`src/rtl/cal_loader_pkg.sv`:
```
package cal_loader_pkg;
  localparam int STAT_INIT_BIT  = 0;
  localparam int STAT_RETRY_BIT = 1;
  localparam int STAT_FAIL_BIT  = 2;

  typedef enum logic [1:0] {
    XF_IDLE,
    XF_ACTIVE,
    XF_GAP
  } xfer_state_e;

  typedef enum logic [2:0] {
    CS_HEADER,
    CS_FETCH,
    CS_EVAL,
    CS_FINAL,
    CS_DONE
  } ctrl_state_e;
endpackage

```
`src/rtl/cal_xfer_engine.sv`:
```
module cal_xfer_engine
  import cal_loader_pkg::*;
#(
  parameter int DATA_W     = 8,
  parameter int GAP_CYCLES = 15
) (
  input  logic              clk,
  input  logic              rst,
  input  logic              req,
  input  logic              req_read,
  input  logic              req_addr,
  input  logic [DATA_W-1:0] req_wdata,
  input  logic              host_hold,
  input  logic [DATA_W-1:0] host_rdata,
  output logic              bus_strobe,
  output logic              bus_rd,
  output logic              bus_addr,
  output logic [DATA_W-1:0] bus_wdata,
  output logic              xfer_done,
  output logic [DATA_W-1:0] xfer_rdata
);
  localparam int GW = $clog2(GAP_CYCLES + 1);
  localparam int CW = $clog2(GAP_CYCLES + 2);

  xfer_state_e       st_q;
  logic [GW-1:0]     gap_q;
  logic              launch;
  logic              rd_q, addr_q;
  logic [DATA_W-1:0] wdata_q;

  // a transfer starts from idle, or straight out of the last gap cycle
  always_comb begin
    launch = 1'b0;
    if (req) begin
      if (st_q == XF_IDLE) launch = 1'b1;
      if (st_q == XF_GAP && gap_q == '0) launch = 1'b1;
    end
  end

  always_ff @(posedge clk) begin
    if (rst) begin
      st_q  <= XF_IDLE;
      gap_q <= '0;
    end else begin
      case (st_q)
        XF_IDLE: if (launch) st_q <= XF_ACTIVE;
        XF_ACTIVE: begin
          if (!host_hold) begin
            st_q  <= XF_GAP;
            gap_q <= GW'(GAP_CYCLES - 1);
          end
        end
        XF_GAP: begin
          if (gap_q == '0) st_q <= launch ? XF_ACTIVE : XF_IDLE;
          else gap_q <= gap_q - 1'b1;
        end
        default: st_q <= XF_IDLE;
      endcase
    end
  end

  // bus fields are frozen for the whole transfer
  always_ff @(posedge clk) begin
    if (rst) begin
      rd_q    <= 1'b0;
      addr_q  <= 1'b0;
      wdata_q <= '0;
    end else if (launch) begin
      rd_q    <= req_read;
      addr_q  <= req_addr;
      wdata_q <= req_wdata;
    end
  end

  assign bus_strobe = (st_q == XF_ACTIVE);
  assign bus_rd     = rd_q;
  assign bus_addr   = addr_q;
  assign bus_wdata  = wdata_q;
  assign xfer_done  = (st_q == XF_ACTIVE) && !host_hold;
  assign xfer_rdata = host_rdata;

  // independent count of strobe-low cycles for the gap check
  logic [CW-1:0] low_cnt;
  logic          seen_q;
  always_ff @(posedge clk) begin
    if (rst) begin
      low_cnt <= '0;
      seen_q  <= 1'b0;
    end else if (bus_strobe) begin
      low_cnt <= '0;
      seen_q  <= 1'b1;
    end else if (low_cnt != CW'(GAP_CYCLES + 1)) begin
      low_cnt <= low_cnt + 1'b1;
    end
  end

  a_r1_hold_stretches: assert property (@(posedge clk) disable iff (rst)
    (bus_strobe && host_hold) |=> bus_strobe);
  a_r1_low_ends: assert property (@(posedge clk) disable iff (rst)
    (bus_strobe && !host_hold) |=> !bus_strobe);
  a_r3_exact_gap: assert property (@(posedge clk) disable iff (rst)
    ($rose(bus_strobe) && seen_q) |-> (low_cnt == CW'(GAP_CYCLES)));
  a_r4_fields_steady: assert property (@(posedge clk) disable iff (rst)
    (bus_strobe && host_hold) |=> ($stable(bus_wdata) && $stable(bus_addr) && $stable(bus_rd)));
endmodule

```
`src/rtl/cal_coef_bank.sv`:
```
module cal_coef_bank #(
  parameter int DATA_W   = 8,
  parameter int NUM_COEF = 22
) (
  input  logic                       clk,
  input  logic                       rst,
  input  logic                       wr_en,
  input  logic [$clog2(2*NUM_COEF)-1:0] wr_idx,
  input  logic [DATA_W-1:0]          wr_data,
  input  logic                       clr_coef,
  input  logic                       clr_mism,
  output logic [NUM_COEF*DATA_W-1:0] coef_flat,
  output logic                       mism
);
  localparam int IW = $clog2(2 * NUM_COEF);

  logic [NUM_COEF-1:0] pair_bad;
  logic                mism_q;

  for (genvar k = 0; k < NUM_COEF; k++) begin : g_coef
    logic [DATA_W-1:0] val_q;
    logic              is_pri, is_bak;
    assign is_pri = wr_en && (wr_idx == IW'(2 * k));
    assign is_bak = wr_en && (wr_idx == IW'(2 * k + 1));
    always_ff @(posedge clk) begin
      if (rst || clr_coef) val_q <= '0;
      else if (is_pri)     val_q <= wr_data;
    end
    assign pair_bad[k] = is_bak && (wr_data != val_q);
    assign coef_flat[k*DATA_W +: DATA_W] = val_q;
  end

  always_ff @(posedge clk) begin
    if (rst || clr_mism)  mism_q <= 1'b0;
    else if (|pair_bad)   mism_q <= 1'b1;
  end
  assign mism = mism_q;

  a_r7_zeroed: assert property (@(posedge clk) disable iff (rst)
    clr_coef |=> (coef_flat == '0));
  a_r10_mismatch_sticky: assert property (@(posedge clk) disable iff (rst)
    (mism && !clr_mism) |=> mism);
endmodule

```
`src/rtl/cal_seq_ctrl.sv`:
```
module cal_seq_ctrl
  import cal_loader_pkg::*;
#(
  parameter int DATA_W    = 8,
  parameter int NUM_COEF  = 22,
  parameter int MAX_TRIES = 3
) (
  input  logic                          clk,
  input  logic                          rst,
  input  logic                          xfer_done,
  input  logic                          mism,
  output logic                          req,
  output logic                          req_read,
  output logic                          req_addr,
  output logic [DATA_W-1:0]             req_wdata,
  output logic                          wr_en,
  output logic [$clog2(2*NUM_COEF)-1:0] wr_idx,
  output logic                          clr_coef,
  output logic                          clr_mism,
  output logic                          load_done,
  output logic                          cal_datrdy,
  output logic                          cal_fail
);
  localparam int NBYTES = 2 * NUM_COEF;
  localparam int IW     = $clog2(NBYTES);
  localparam int TW     = $clog2(MAX_TRIES + 1);

  ctrl_state_e   st_q;
  logic [IW-1:0] idx_q;
  logic [TW-1:0] try_q;
  logic          datrdy_q, fail_q, last_try;

  assign last_try = (try_q == TW'(MAX_TRIES - 1));

  always_comb begin
    req       = (st_q == CS_HEADER) || (st_q == CS_FETCH) || (st_q == CS_FINAL);
    req_read  = (st_q == CS_FETCH);
    req_addr  = (st_q == CS_FETCH);
    req_wdata = '0;
    req_wdata[STAT_INIT_BIT]  = (st_q != CS_FINAL);
    req_wdata[STAT_RETRY_BIT] = datrdy_q;
    req_wdata[STAT_FAIL_BIT]  = fail_q;
  end

  assign wr_en  = xfer_done && (st_q == CS_FETCH);
  assign wr_idx = idx_q;

  always_comb begin
    clr_coef = 1'b0;
    clr_mism = 1'b0;
    if (st_q == CS_EVAL && mism) begin
      if (last_try) clr_coef = 1'b1;
      else          clr_mism = 1'b1;
    end
  end

  always_ff @(posedge clk) begin
    if (rst) begin
      st_q     <= CS_HEADER;
      idx_q    <= '0;
      try_q    <= '0;
      datrdy_q <= 1'b0;
      fail_q   <= 1'b0;
    end else begin
      case (st_q)
        CS_HEADER: begin
          if (xfer_done) begin
            st_q  <= CS_FETCH;
            idx_q <= '0;
          end
        end
        CS_FETCH: begin
          if (xfer_done) begin
            if (idx_q == IW'(NBYTES - 1)) st_q <= CS_EVAL;
            else                          idx_q <= idx_q + 1'b1;
          end
        end
        CS_EVAL: begin
          if (!mism) begin
            st_q     <= CS_FINAL;
            datrdy_q <= 1'b0;
          end else if (last_try) begin
            st_q     <= CS_FINAL;
            fail_q   <= 1'b1;
            datrdy_q <= 1'b0;
          end else begin
            st_q     <= CS_HEADER;
            try_q    <= try_q + 1'b1;
            datrdy_q <= 1'b1;
          end
        end
        CS_FINAL: if (xfer_done) st_q <= CS_DONE;
        CS_DONE:  st_q <= CS_DONE;
        default:  st_q <= CS_DONE;
      endcase
    end
  end

  assign load_done  = (st_q == CS_DONE);
  assign cal_datrdy = datrdy_q;
  assign cal_fail   = fail_q;

  a_r7_fail_sticky: assert property (@(posedge clk) disable iff (rst)
    cal_fail |=> cal_fail);
  a_r9_try_bound: assert property (@(posedge clk) disable iff (rst)
    xfer_done |-> (try_q < TW'(MAX_TRIES)));
  a_r8_done_no_retry: assert property (@(posedge clk) disable iff (rst)
    load_done |-> !cal_datrdy);
  a_r6_retry_header: assert property (@(posedge clk) disable iff (rst)
    (st_q == CS_HEADER && try_q != '0) |-> cal_datrdy);
endmodule

```
`src/rtl/cal_loader.sv`:
```
module cal_loader #(
  parameter int DATA_W     = 8,
  parameter int NUM_COEF   = 22,
  parameter int GAP_CYCLES = 15,
  parameter int MAX_TRIES  = 3
) (
  input  logic                       clk,
  input  logic                       rst,
  output logic                       bus_addr,
  output logic                       bus_rd,
  output logic                       bus_strobe,
  output logic [DATA_W-1:0]          bus_wdata,
  input  logic [DATA_W-1:0]          bus_rdata,
  input  logic                       host_hold,
  output logic [NUM_COEF*DATA_W-1:0] coef_flat,
  output logic                       load_done,
  output logic                       cal_datrdy,
  output logic                       cal_fail
);
  localparam int IW = $clog2(2 * NUM_COEF);

  logic              req, req_read, req_addr;
  logic [DATA_W-1:0] req_wdata, xfer_rdata;
  logic              xfer_done, wr_en, clr_coef, clr_mism, mism;
  logic [IW-1:0]     wr_idx;

  cal_xfer_engine #(.DATA_W(DATA_W), .GAP_CYCLES(GAP_CYCLES)) u_eng (
    .clk(clk), .rst(rst),
    .req(req), .req_read(req_read), .req_addr(req_addr), .req_wdata(req_wdata),
    .host_hold(host_hold), .host_rdata(bus_rdata),
    .bus_strobe(bus_strobe), .bus_rd(bus_rd), .bus_addr(bus_addr), .bus_wdata(bus_wdata),
    .xfer_done(xfer_done), .xfer_rdata(xfer_rdata)
  );

  cal_seq_ctrl #(.DATA_W(DATA_W), .NUM_COEF(NUM_COEF), .MAX_TRIES(MAX_TRIES)) u_ctrl (
    .clk(clk), .rst(rst),
    .xfer_done(xfer_done), .mism(mism),
    .req(req), .req_read(req_read), .req_addr(req_addr), .req_wdata(req_wdata),
    .wr_en(wr_en), .wr_idx(wr_idx), .clr_coef(clr_coef), .clr_mism(clr_mism),
    .load_done(load_done), .cal_datrdy(cal_datrdy), .cal_fail(cal_fail)
  );

  cal_coef_bank #(.DATA_W(DATA_W), .NUM_COEF(NUM_COEF)) u_bank (
    .clk(clk), .rst(rst),
    .wr_en(wr_en), .wr_idx(wr_idx), .wr_data(xfer_rdata),
    .clr_coef(clr_coef), .clr_mism(clr_mism),
    .coef_flat(coef_flat), .mism(mism)
  );
endmodule

```
`config.mk`:
```
export PLATFORM = sky130hd
export DESIGN_NAME = cal_loader
export DESIGN_NICKNAME = d
export VERILOG_FILES = /design/src/rtl/cal_loader_pkg.sv /design/src/rtl/cal_xfer_engine.sv /design/src/rtl/cal_coef_bank.sv /design/src/rtl/cal_seq_ctrl.sv /design/src/rtl/cal_loader.sv
export SDC_FILE = /design/constraint.sdc
export NUM_CORES = 1
export LEC_CHECK = 0
export ABC_AREA = 1
export BUFFER_PORTS_ARGS = -buffer_cell sky130_fd_sc_hd__buf_2
export CORE_MARGIN = 3
export CORE_UTILIZATION = 61
export DETAILED_ROUTE_END_ITERATION = 12
export PLACE_DENSITY_LB_ADDON = 0.15
export SLEW_MARGIN = 20
export SYNTH_ARGS = -nofsm -noshare
export SYNTH_HDL_FRONTEND = slang
export SYNTH_HIERARCHICAL = 1
export SYNTH_SLANG_ARGS = --single-unit
```
`constraint.sdc`:
```
create_clock -name clk -period 5.3 [get_ports clk]
set_clock_uncertainty 0.1 [all_clocks]
set_input_delay 0.53 -clock clk [delete_from_list [all_inputs] [get_ports clk]]
set_output_delay 0.53 -clock clk [all_outputs]
set_load 0.02 [all_outputs]
```
Word level (Yosys, flattened, before mapping)
Index checks and enable logic that the tools add are counted.
{"block": "op_classes", "n_addsub": 3, "eq_ne": 82, "reduce_logical": 88, "bitwise_logic": 1, "mux": 27}
{"op": "8-bit != test", "count": 22}
{"op": "6-bit by 5-bit == test with 1-bit output (second input constant)", "count": 16}
{"op": "6-bit == test (second input constant)", "count": 12}
{"op": "1-bit logical AND", "count": 70}
{"op": "6-bit by 4-bit == test with 1-bit output (second input constant)", "count": 8}
{"op": "6-bit by 3-bit == test with 1-bit output (second input constant)", "count": 4}
{"op": "22-bit OR reduction", "count": 1}
{"op": "6-bit two-way mux", "count": 3}
{"op": "3-bit two-way mux", "count": 5}
{"op": "6-bit by 2-bit == test with 1-bit output (second input constant)", "count": 2}
{"op": "3-bit one-hot mux with 4 select lines", "count": 1}
{"op": "6-bit one-hot mux with 2 select lines", "count": 1}
{"op": "3-bit AND reduction", "count": 4}
{"op": "2-bit by 1-bit != test with 1-bit output (second input constant)", "count": 5}
{"op": "1-bit two-way mux", "count": 9}
{"op": "2-bit two-way mux", "count": 4}
{"op": "4-bit two-way mux", "count": 2}
{"op": "2-bit != test (second input constant)", "count": 4}
{"op": "4-bit one-hot mux with 2 select lines", "count": 1}
{"op": "4-bit AND reduction", "count": 2}
{"op": "6-bit by 1-bit adder with 6-bit output (second input constant)", "count": 1}
{"op": "3-bit by 2-bit == test with 1-bit output (second input constant)", "count": 2}
{"op": "6-bit by 1-bit == test with 1-bit output (second input constant)", "count": 1}
{"op": "6-bit zero test", "count": 1}
{"op": "other kinds (15)", "count": 20}
{"block": "totals", "in_bits": 11, "out_inout_bits": 190, "register_bits": 200, "elab_cells": 233}

Logic depth before layout (Yosys ltp)
Gate-level depths: netlist (run 1).
{"block": "logic_depth", "ltp_word": 7, "depth_mapped": 16, "mapped_depth_nobuf": 15}

Modules after synthesis
Netlist (run 1), hierarchy kept.
{"module": "cal_coef_bank", "seq_area_each_um2": 3543.4, "cells_per_inst": 1174, "instances": 1, "area_per_inst_um2": 9290.2}
{"module": "cal_xfer_engine", "seq_area_each_um2": 320.3, "cells_per_inst": 101, "instances": 1, "area_per_inst_um2": 822.0}
{"module": "cal_seq_ctrl", "seq_area_each_um2": 260.2, "cells_per_inst": 115, "instances": 1, "area_per_inst_um2": 798.3}

Worst setup path after synthesis (run 1)
Ideal clock, no wire load.
{"block": "synth_path", "kind": "in2reg", "start": "input port host_hold", "end": "register u_bank.g_coef[21].val_q[5]", "arrival_time_ns": 2.145, "path_stages": 11, "setup_time_ns": 0.080, "n_path_buf": 2, "slack_ns": 2.975, "required_ns": 5.120, "cell_sequence": "nor2_4 > buf_4 > inv_1 > nor2_1 > inv_1 > nor2_4 > inv_6 > nor2_8 > buf_4 > nor2_1 > a211oi_2"}
{"block": "synth_via", "elab_chain_cells": 4}
{"element": "start, declared", "line_no": "cal_loader.sv:14", "text": "input logic host_hold,"}
{"element": "1-bit zero test"}
{"element": "1-bit logical AND", "line_no": "cal_xfer_engine.sv:79", "text": "assign xfer_done = (st_q == XF_ACTIVE) && !host_hold;"}
{"element": "1-bit logical AND", "line_no": "cal_seq_ctrl.sv:45", "text": "assign wr_en = xfer_done && (st_q == CS_FETCH);"}
{"element": "net wr_en", "line_no": "cal_loader.sv:24", "text": "logic xfer_done, wr_en, clr_coef, clr_mism, mism;"}
{"element": "1-bit logical AND", "line_no": "cal_coef_bank.sv:23", "text": "assign is_pri = wr_en && (wr_idx == IW'(2 * k));"}
{"element": "end signal, assigned", "line_no": "cal_coef_bank.sv:27", "text": "else if (is_pri) val_q <= wr_data;"}
{"element": "end, declared", "line_no": "cal_coef_bank.sv:21", "text": "logic [DATA_W-1:0] val_q;"}
The timed path passes the listed nets, and every way through them passes these cells.
A chain may end at the register's enable or synchronous reset.

Final worst setup path (run 1)
{"block": "layout_path", "start": "register u_ctrl.st_q[1]", "end": "register u_bank.g_coef[8].val_q[3]"}
{"block": "layout_via", "elab_chain_cells": 4, "word_cells_on_any_way": 7, "classes_between": "eq/ne (2); mux (1); reduce/logical (4)"}
{"element": "start, declared", "line_no": "cal_seq_ctrl.sv:28", "text": "ctrl_state_e st_q;"}
{"element": "start signal, assigned", "line_no": "cal_seq_ctrl.sv:59", "text": "st_q <= CS_HEADER;"}
{"element": "start signal, assigned", "line_no": "cal_seq_ctrl.sv:68", "text": "st_q <= CS_FETCH;"}
{"element": "start signal, assigned", "line_no": "cal_seq_ctrl.sv:74", "text": "if (idx_q == IW'(NBYTES - 1)) st_q <= CS_EVAL;"}
{"element": "3-bit by 2-bit == test with 1-bit output", "line_no": "cal_seq_ctrl.sv:51", "text": "if (st_q == CS_EVAL && mism) begin"}
{"element": "1-bit logical AND", "line_no": "cal_seq_ctrl.sv:51"}
{"element": "1-bit two-way mux", "line_no": "cal_seq_ctrl.sv:51"}
{"element": "net clr_coef", "line_no": "cal_loader.sv:24"}
{"element": "1-bit logical OR", "line_no": "cal_coef_bank.sv:26", "text": "if (rst || clr_coef) val_q <= '0;"}
{"element": "end signal, assigned", "line_no": "cal_coef_bank.sv:27"}
{"element": "end, declared", "line_no": "cal_coef_bank.sv:21"}
The timed path passes the listed nets, and every way through them passes these cells.

==> results of run 1 <==
[per-stage QoR]
stage / utilization / instance area [µm²] / cells
after floorplan: - / 10930 / 1394
after global placement: 0.6643 / 11570 / 1719
after detailed placement: 0.6643 / 11570 / 1719
after CTS: 0.7078 / 12330 / 1759
after global routing: 0.7078 / 12330 / 1759
final: 0.7078 / 12330 / 1759
[kinds of logic after synthesis]
logic type                 synth area share
other                             0.0003437
adders and majority gates          0.003441
and+or+nand+nor                      0.2601
AOI/OAI and AO/OA                    0.1479
xor gates and xnor gates             0.1172
DFF                                  0.3780
buffers and inverters               0.09301
[sequential cells by signal, summed over array words and instances (netlist names)]
register,cells
u_bank/g_coef.val_q,176
u_bank/mism,1
u_ctrl/cal_datrdy,1
u_ctrl/cal_fail,1
u_ctrl/st_q,3
u_ctrl/try_q,2
u_ctrl/wr_idx,6
u_eng/bus_addr,1
u_eng/bus_rd,1
u_eng/bus_wdata,8
u_eng/gap_q,4
u_eng/st_q,2
[cells in the final DEF (no fill, tap or decap), drive strengths merged, types with 16 or more instances in the layout]
cell type and n:
a211oi 176, buf 204, clkbuf 32, dfxtp 206
inv 82, nand2 273, nand3 24, nor2 323
o21ai 16, xnor2 146
[cells in the mapped netlist]
| cell | count |
|---|---|
| nor2_1 | 287 |
| nand2_1 | 263 |
| dfxtp_1 | 206 |
| a211oi_1 | 158 |
| xnor2_1 | 146 |
| inv_1 | 67 |
| buf_4 | 35 |
| clkbuf_1 | 27 |
| buf_2 | 20 |
| nand3_1 | 19 |
| a211oi_2 | 18 |
| buf_6 | 16 |
| nor2_4 | 14 |
| a21oi_1 | 13 |
| inv_2 | 13 |
| nor2_2 | 12 |
| nor2_8 | 10 |
| o21ai_2 | 9 |
| nand2_2 | 7 |
| nor3_1 | 7 |
| buf_1 | 5 |
| o21ai_0 | 5 |
| or2_2 | 5 |
| clkinv_1 | 3 |
| ha_1 | 3 |
| nand2_4 | 3 |
| nand3_4 | 3 |
| a21oi_2 | 2 |
| nand3_2 | 2 |
| nand4_1 | 2 |
| o21ai_1 | 2 |
| buf_12 | 1 |
| clkinv_2 | 1 |
| conb_1 | 1 |
| inv_4 | 1 |
| inv_6 | 1 |
| nor3_2 | 1 |
| o22ai_1 | 1 |
| or2_1 | 1 |
[worst min-delay path, cell delays in order]
cell and delay (ps):
buf_2 130, nand2_1 90, a21oi_2 60
[layer usage]
layer,vias up,global-route usage,wire [µm],part of all wire
met3,51,0.07045,2892,0.096
met1,4347,0.4106,12980,0.43
li1,4744,-,-,-
met2,417,0.4804,13560,0.45
met4,0,0.07139,720,0.024
met5,-,0,0,0
[power by group through the flow]
stage	registers, mW	clock network [mW]	logic (mW)
final	1.65	1.58	0.615
after global routing	1.66	1.66	0.679
after CTS	1.65	1.60	0.611
after detailed placement	1.69	0	0.604
after floorplan	1.72	0	0.462
after global placement	1.68	0	0.594
[area by class of cell]
class,count,area (µm²),share of cell area
Clock buffer,32,689.4,0.05593
Clock inverter,8,67.56,0.005481
Timing Repair Buffer,204,1044,0.08465
Inverter,86,331.6,0.02690
Sequential cell,206,4124,0.3346
Multi-Input combinational cell,998,5789,0.4697
Tap cell,225,281.5,0.02284
[how the worst max path moves through the flow]
stage	start	to	cells after the start
6_report	u_ctrl/st_q[1]	u_bank/g_coef[8].val_q[3]	7
5_1_grt	u_ctrl/st_q[1]	u_bank/g_coef[10].val_q[2]	7
4_1_cts	u_ctrl/st_q[1]	u_bank/g_coef[8].val_q[3]	7
3_5_place_dp	bus_rdata[1]	u_bank/mism	13
3_3_place_gp	bus_rdata[1]	u_bank/mism	13
2_1_floorplan	host_hold	u_bank/g_coef[21].val_q[5]	11
==> results.cfg, run 1 <==
[setup_path]
cp_cell_sequence = inv_1, nor3_2, inv_1, nor2_1, or2_4, buf_12, a211oi_1
cp_common_cell = inv_1
crit_slowest_cell = or2_4
rr_endpoint = u_bank/g_coef[8].val_q[3]
r2r_cells = 7
cp.arrival_ps = 3050
cp.required_ps = 5540
worstSetupEndpointType = flop
reg2reg_slack_ps = 2490
cp_top_family = simple AND/OR/NAND/NOR gates
start_kind = flop
path_buf_inv = 3
worstReg2RegStart = u_ctrl/st_q[1]
crit_type = flop to flop
cpPeakStageDelay_ps = 750
crit_fanout = 101

[clocking]
ctsHoldBuffers = 0
cts.repair.resized = 0
cts.path.max_buffers = 3
cts.reportedPaths.clkPinSlew_ps = 60
cts_setup_buffers = 0
cts_buffers = 23
clk-insertion-delay-late_ps = 500
cts_tree = yes
h-tree-depth = 1
clock_sinks = 206
cts-root-buf = clkbuf_16

[sta]
min_period_over_period = 0.5297
hold_viol = 0
fin_ws_ps = 2493
fmax_mhz = 356.2
whs_ps = 256.8
slew_violations = 0
slew_headroom = 0.3056
finalCriticalPeriod_ps = 2807
setup_viol = 0
tns_ps = 0
worst_pin_slew_ps = 1040
rsz0062_at_grt = false

[synthesis]
synth_cell_types = 39
avgSynthCellArea_um2 = 7.849
synth_area_leader_cell = dfxtp_1
synth-seq-area-share = 0.3780
yosys.area.top_type_share = 0.3780
ys_top_cells_by_area = dfxtp_1 (38%), xnor2_1 (12%), a211oi_1 (11%)
ys_warn_count = 6
netlist_instances = 1390
ys_ff_latch = 206
synth.cell_area_mm2 = 0.01091

[global_routing]
grt_pass1_wl_mm = 47.98
grt_max_degree = 102
grt_overflow = 0
antenna_found_initial = 0
grt_usage = 0.2992
grt_pass1_vias = 8846

[run_status]
status = completed

[final_layout]
syn_to_final_growth_pct = 12.98
drive_gt1_frac = 0.2249
antenna_cells = 0
nFillCells = 1475
nets = 1533

[placement]
place.gp.congestion = 0.8888
io_buffers = 200
dpl_worst_slack_ps = 2114
hpwl_mm = 19.55

[die]
die_area_mm2 = 0.01953
io_pins = 201
die_x_um = 139.7
start_util = 0.6264
die_h_um = 139.7
row_count = 48
coreArea_mm2 = 0.01742

[pwr]
powerDensity_mw_per_mm2 = 312.3
p_leak_nw = 5.078
p_clk_frac = 0.411
total_power_mw = 3.850
p_comb_frac = 0.160
intPower_mw = 2.744
p_sw_mw = 1.106
swShare = 0.2873
seq_power_share = 0.429
peakVddDrop_mv = 0.3012

[routing]
post_drt_wl_per_cell_um = 17.14
via_per_inst = 5.434
final_antenna_net_count = 0
drtPass1Iterations = 5
vias = 9559
drt-initial-drc-count = 746
drt-total-wl_mm = 30.15
post-route-drc-count = 0

[worst_hold_path]
holdPathEnd = u_eng/st_q[0]
worstHoldStart = host_hold
hold_path_class = input pin to flop
hold_path_depth = 3

[flow_run]
drv_cap = 0
(Power assumes the default switching activity.)
==> run 2: changes to the inputs <==
CORE_UTILIZATION = 56   (was 61)
clock period = 2.7 ns   (was 5.3 ns; I/O delays follow)
==> results.cfg, run 2 (synthesized netlist as in run 1, its figures left out) <==
[clocking]
cts.path.max_buffers = 3
clock_sinks = 206
cts_tree = yes
cts.reportedPaths.clkPinSlew_ps = 60
clk-insertion-delay-late_ps = 510
cts-root-buf = clkbuf_16
h-tree-depth = 1
cts_setup_buffers = 0
cts_buffers = 24

[global_routing]
grt_overflow = 0
grt_use_met3 = 0.06011
grt_usage = 0.2801
antenna_found_initial = 0
grt_pass1_vias = 8842
busiest_layer = met2
grt_max_degree = 40
grt_pass1_wl_mm = 48.61
grtUsageMet2 = 0.4527
met1_usage = 0.3797

[sta]
whs_ps = 29.81
fin_ws_ps = 185.6
rsz0062_at_grt = false
worst_pin_slew_ps = 617.7
hold_viol = 0
finalCriticalPeriod_ps = 2514
slew_violations = 0
min_period_over_period = 0.9312
setup_viol = 0
fmax_mhz = 397.7
slew_headroom = 0.5867
tns_ps = 0

[worst_hold_path]
holdPathEnd = u_ctrl/st_q[0]
hold_path_depth = 2
worstHoldStart = rst
hold_path_class = input pin to flop

[flow_run]
drv_cap = 0

[setup_path]
r2r_cells = 7
crit_fanout = 16
crit_type = flop to flop
reg2reg_slack_ps = 190
start_kind = flop
cp.arrival_ps = 2830
worstSetupEndpointType = flop
cp.required_ps = 3020
rr_endpoint = u_bank/g_coef[2].val_q[2]
worstReg2RegStart = u_ctrl/st_q[1]

[die]
die_h_um = 145.6
io_pins = 201
die_x_um = 145.6
coreArea_mm2 = 0.01889
die_area_mm2 = 0.02119
row_count = 50
start_util = 0.5775

[routing]
post-route-drc-count = 0
via_per_inst = 5.218
drt-initial-drc-count = 570
drtPass1Iterations = 5
final_antenna_net_count = 0
vias = 9518
post_drt_wl_per_cell_um = 16.86
drt-total-wl_mm = 30.76

[final_layout]
final_cell_area_mm2 = 0.01271
layout_common_cells = nor2_1 (287), nand2_1 (263), dfxtp_1 (206), buf_2 (200), a211oi_1 (158)
post_layout_nonfiller_instances = 1824
final_common_cell = nor2_1
drive_gt1_frac = 0.2366
regMostFlops = u_bank/g_coef.val_q
nets = 1561
largest_register_ffs = 176
syn_to_final_growth_pct = 16.51
antenna_cells = 0
post-route-util = 0.6728

[pwr]
peakVddDrop_mv = 0.5100
p_leak_nw = 5.262
powerDensity_mw_per_mm2 = 608.9
total_power_mw = 7.740

[placement]
placed_cells_incl_taps = 1780
io_buffers = 200
place.gp.congestion = 0.8756
dpl_worst_slack_ps = 258.2
hpwl_mm = 21.27
place_area_mm2 = 0.01191

[run_status]
status = completed
run 2: cell count changes in the layout (fill, tap and decap cells not counted):
| cell | before | now |
|---|---|---|
| buf_12 | 1 | 9 |
| dlygate4sd3_1 | 0 | 1 |
| inv_8 | 0 | 1 |
| clkinv_2 | 7 | 6 |
| buf_4 | 3 | 21 |
| clkbuf_8 | 8 | 6 |
| clkinvlp_4 | 1 | 0 |
| clkbuf_16 | 23 | 25 |
| clkbuf_1 | 1 | 5 |
run 2: per-layer routing:
metal | up-vias | part of all wire
met4 | 0 | 0.023
met1 | 4331 | 0.44
met2 | 331 | 0.46
met3 | 51 | 0.080
met5 | - | 0
li1 | 4805 | -
run 2: timing repair:
action                                  CTS  global route
hold buffers                              1             0
resized for setup                         0             0
endpoints found under the hold margin     1             0
endpoints found under the setup margin    0             0
run 2: worst max-delay path by stage:
stage / start / end / cells after the start
6_report: u_ctrl/st_q[1] / u_bank/g_coef[2].val_q[2] / 7
5_1_grt: u_ctrl/st_q[1] / u_bank/g_coef[2].val_q[2] / 7
4_1_cts: u_ctrl/st_q[1] / u_bank/g_coef[2].val_q[2] / 7
3_5_place_dp: u_ctrl/st_q[1] / u_bank/g_coef[7].val_q[1] / 7
3_3_place_gp: u_eng/st_q[1] / u_bank/g_coef[7].val_q[0] / 9
2_1_floorplan: u_eng/st_q[1] / u_bank/g_coef[21].val_q[5] / 13
run 2: power breakdown:
part	internal [mW]	total [mW]	switching (mW)
Clock	1.95	3.24	1.29
Combinational	0.413	1.26	0.848
Sequential	3.15	3.24	0.0883
run 2: final cells by class:
cell class              count  area (µm²)
fillers                  1737        6181
multi-input cells         998        5789
flip-flops and latches    206        4124
repair buffers            231        1349
clock buffers              36       726.9
inverters                  86       331.6
well taps                 260       325.3
clock inverters             7       66.31
run 2: worst max-delay path, cell delays in order (launching register included):
cell	delay [ps]
dfxtp_1	340
inv_1	170
nand3_4	120
nor2_1	500
nand3_4	440
nor2_4	450
nor2_1	100
a211oi_1	200
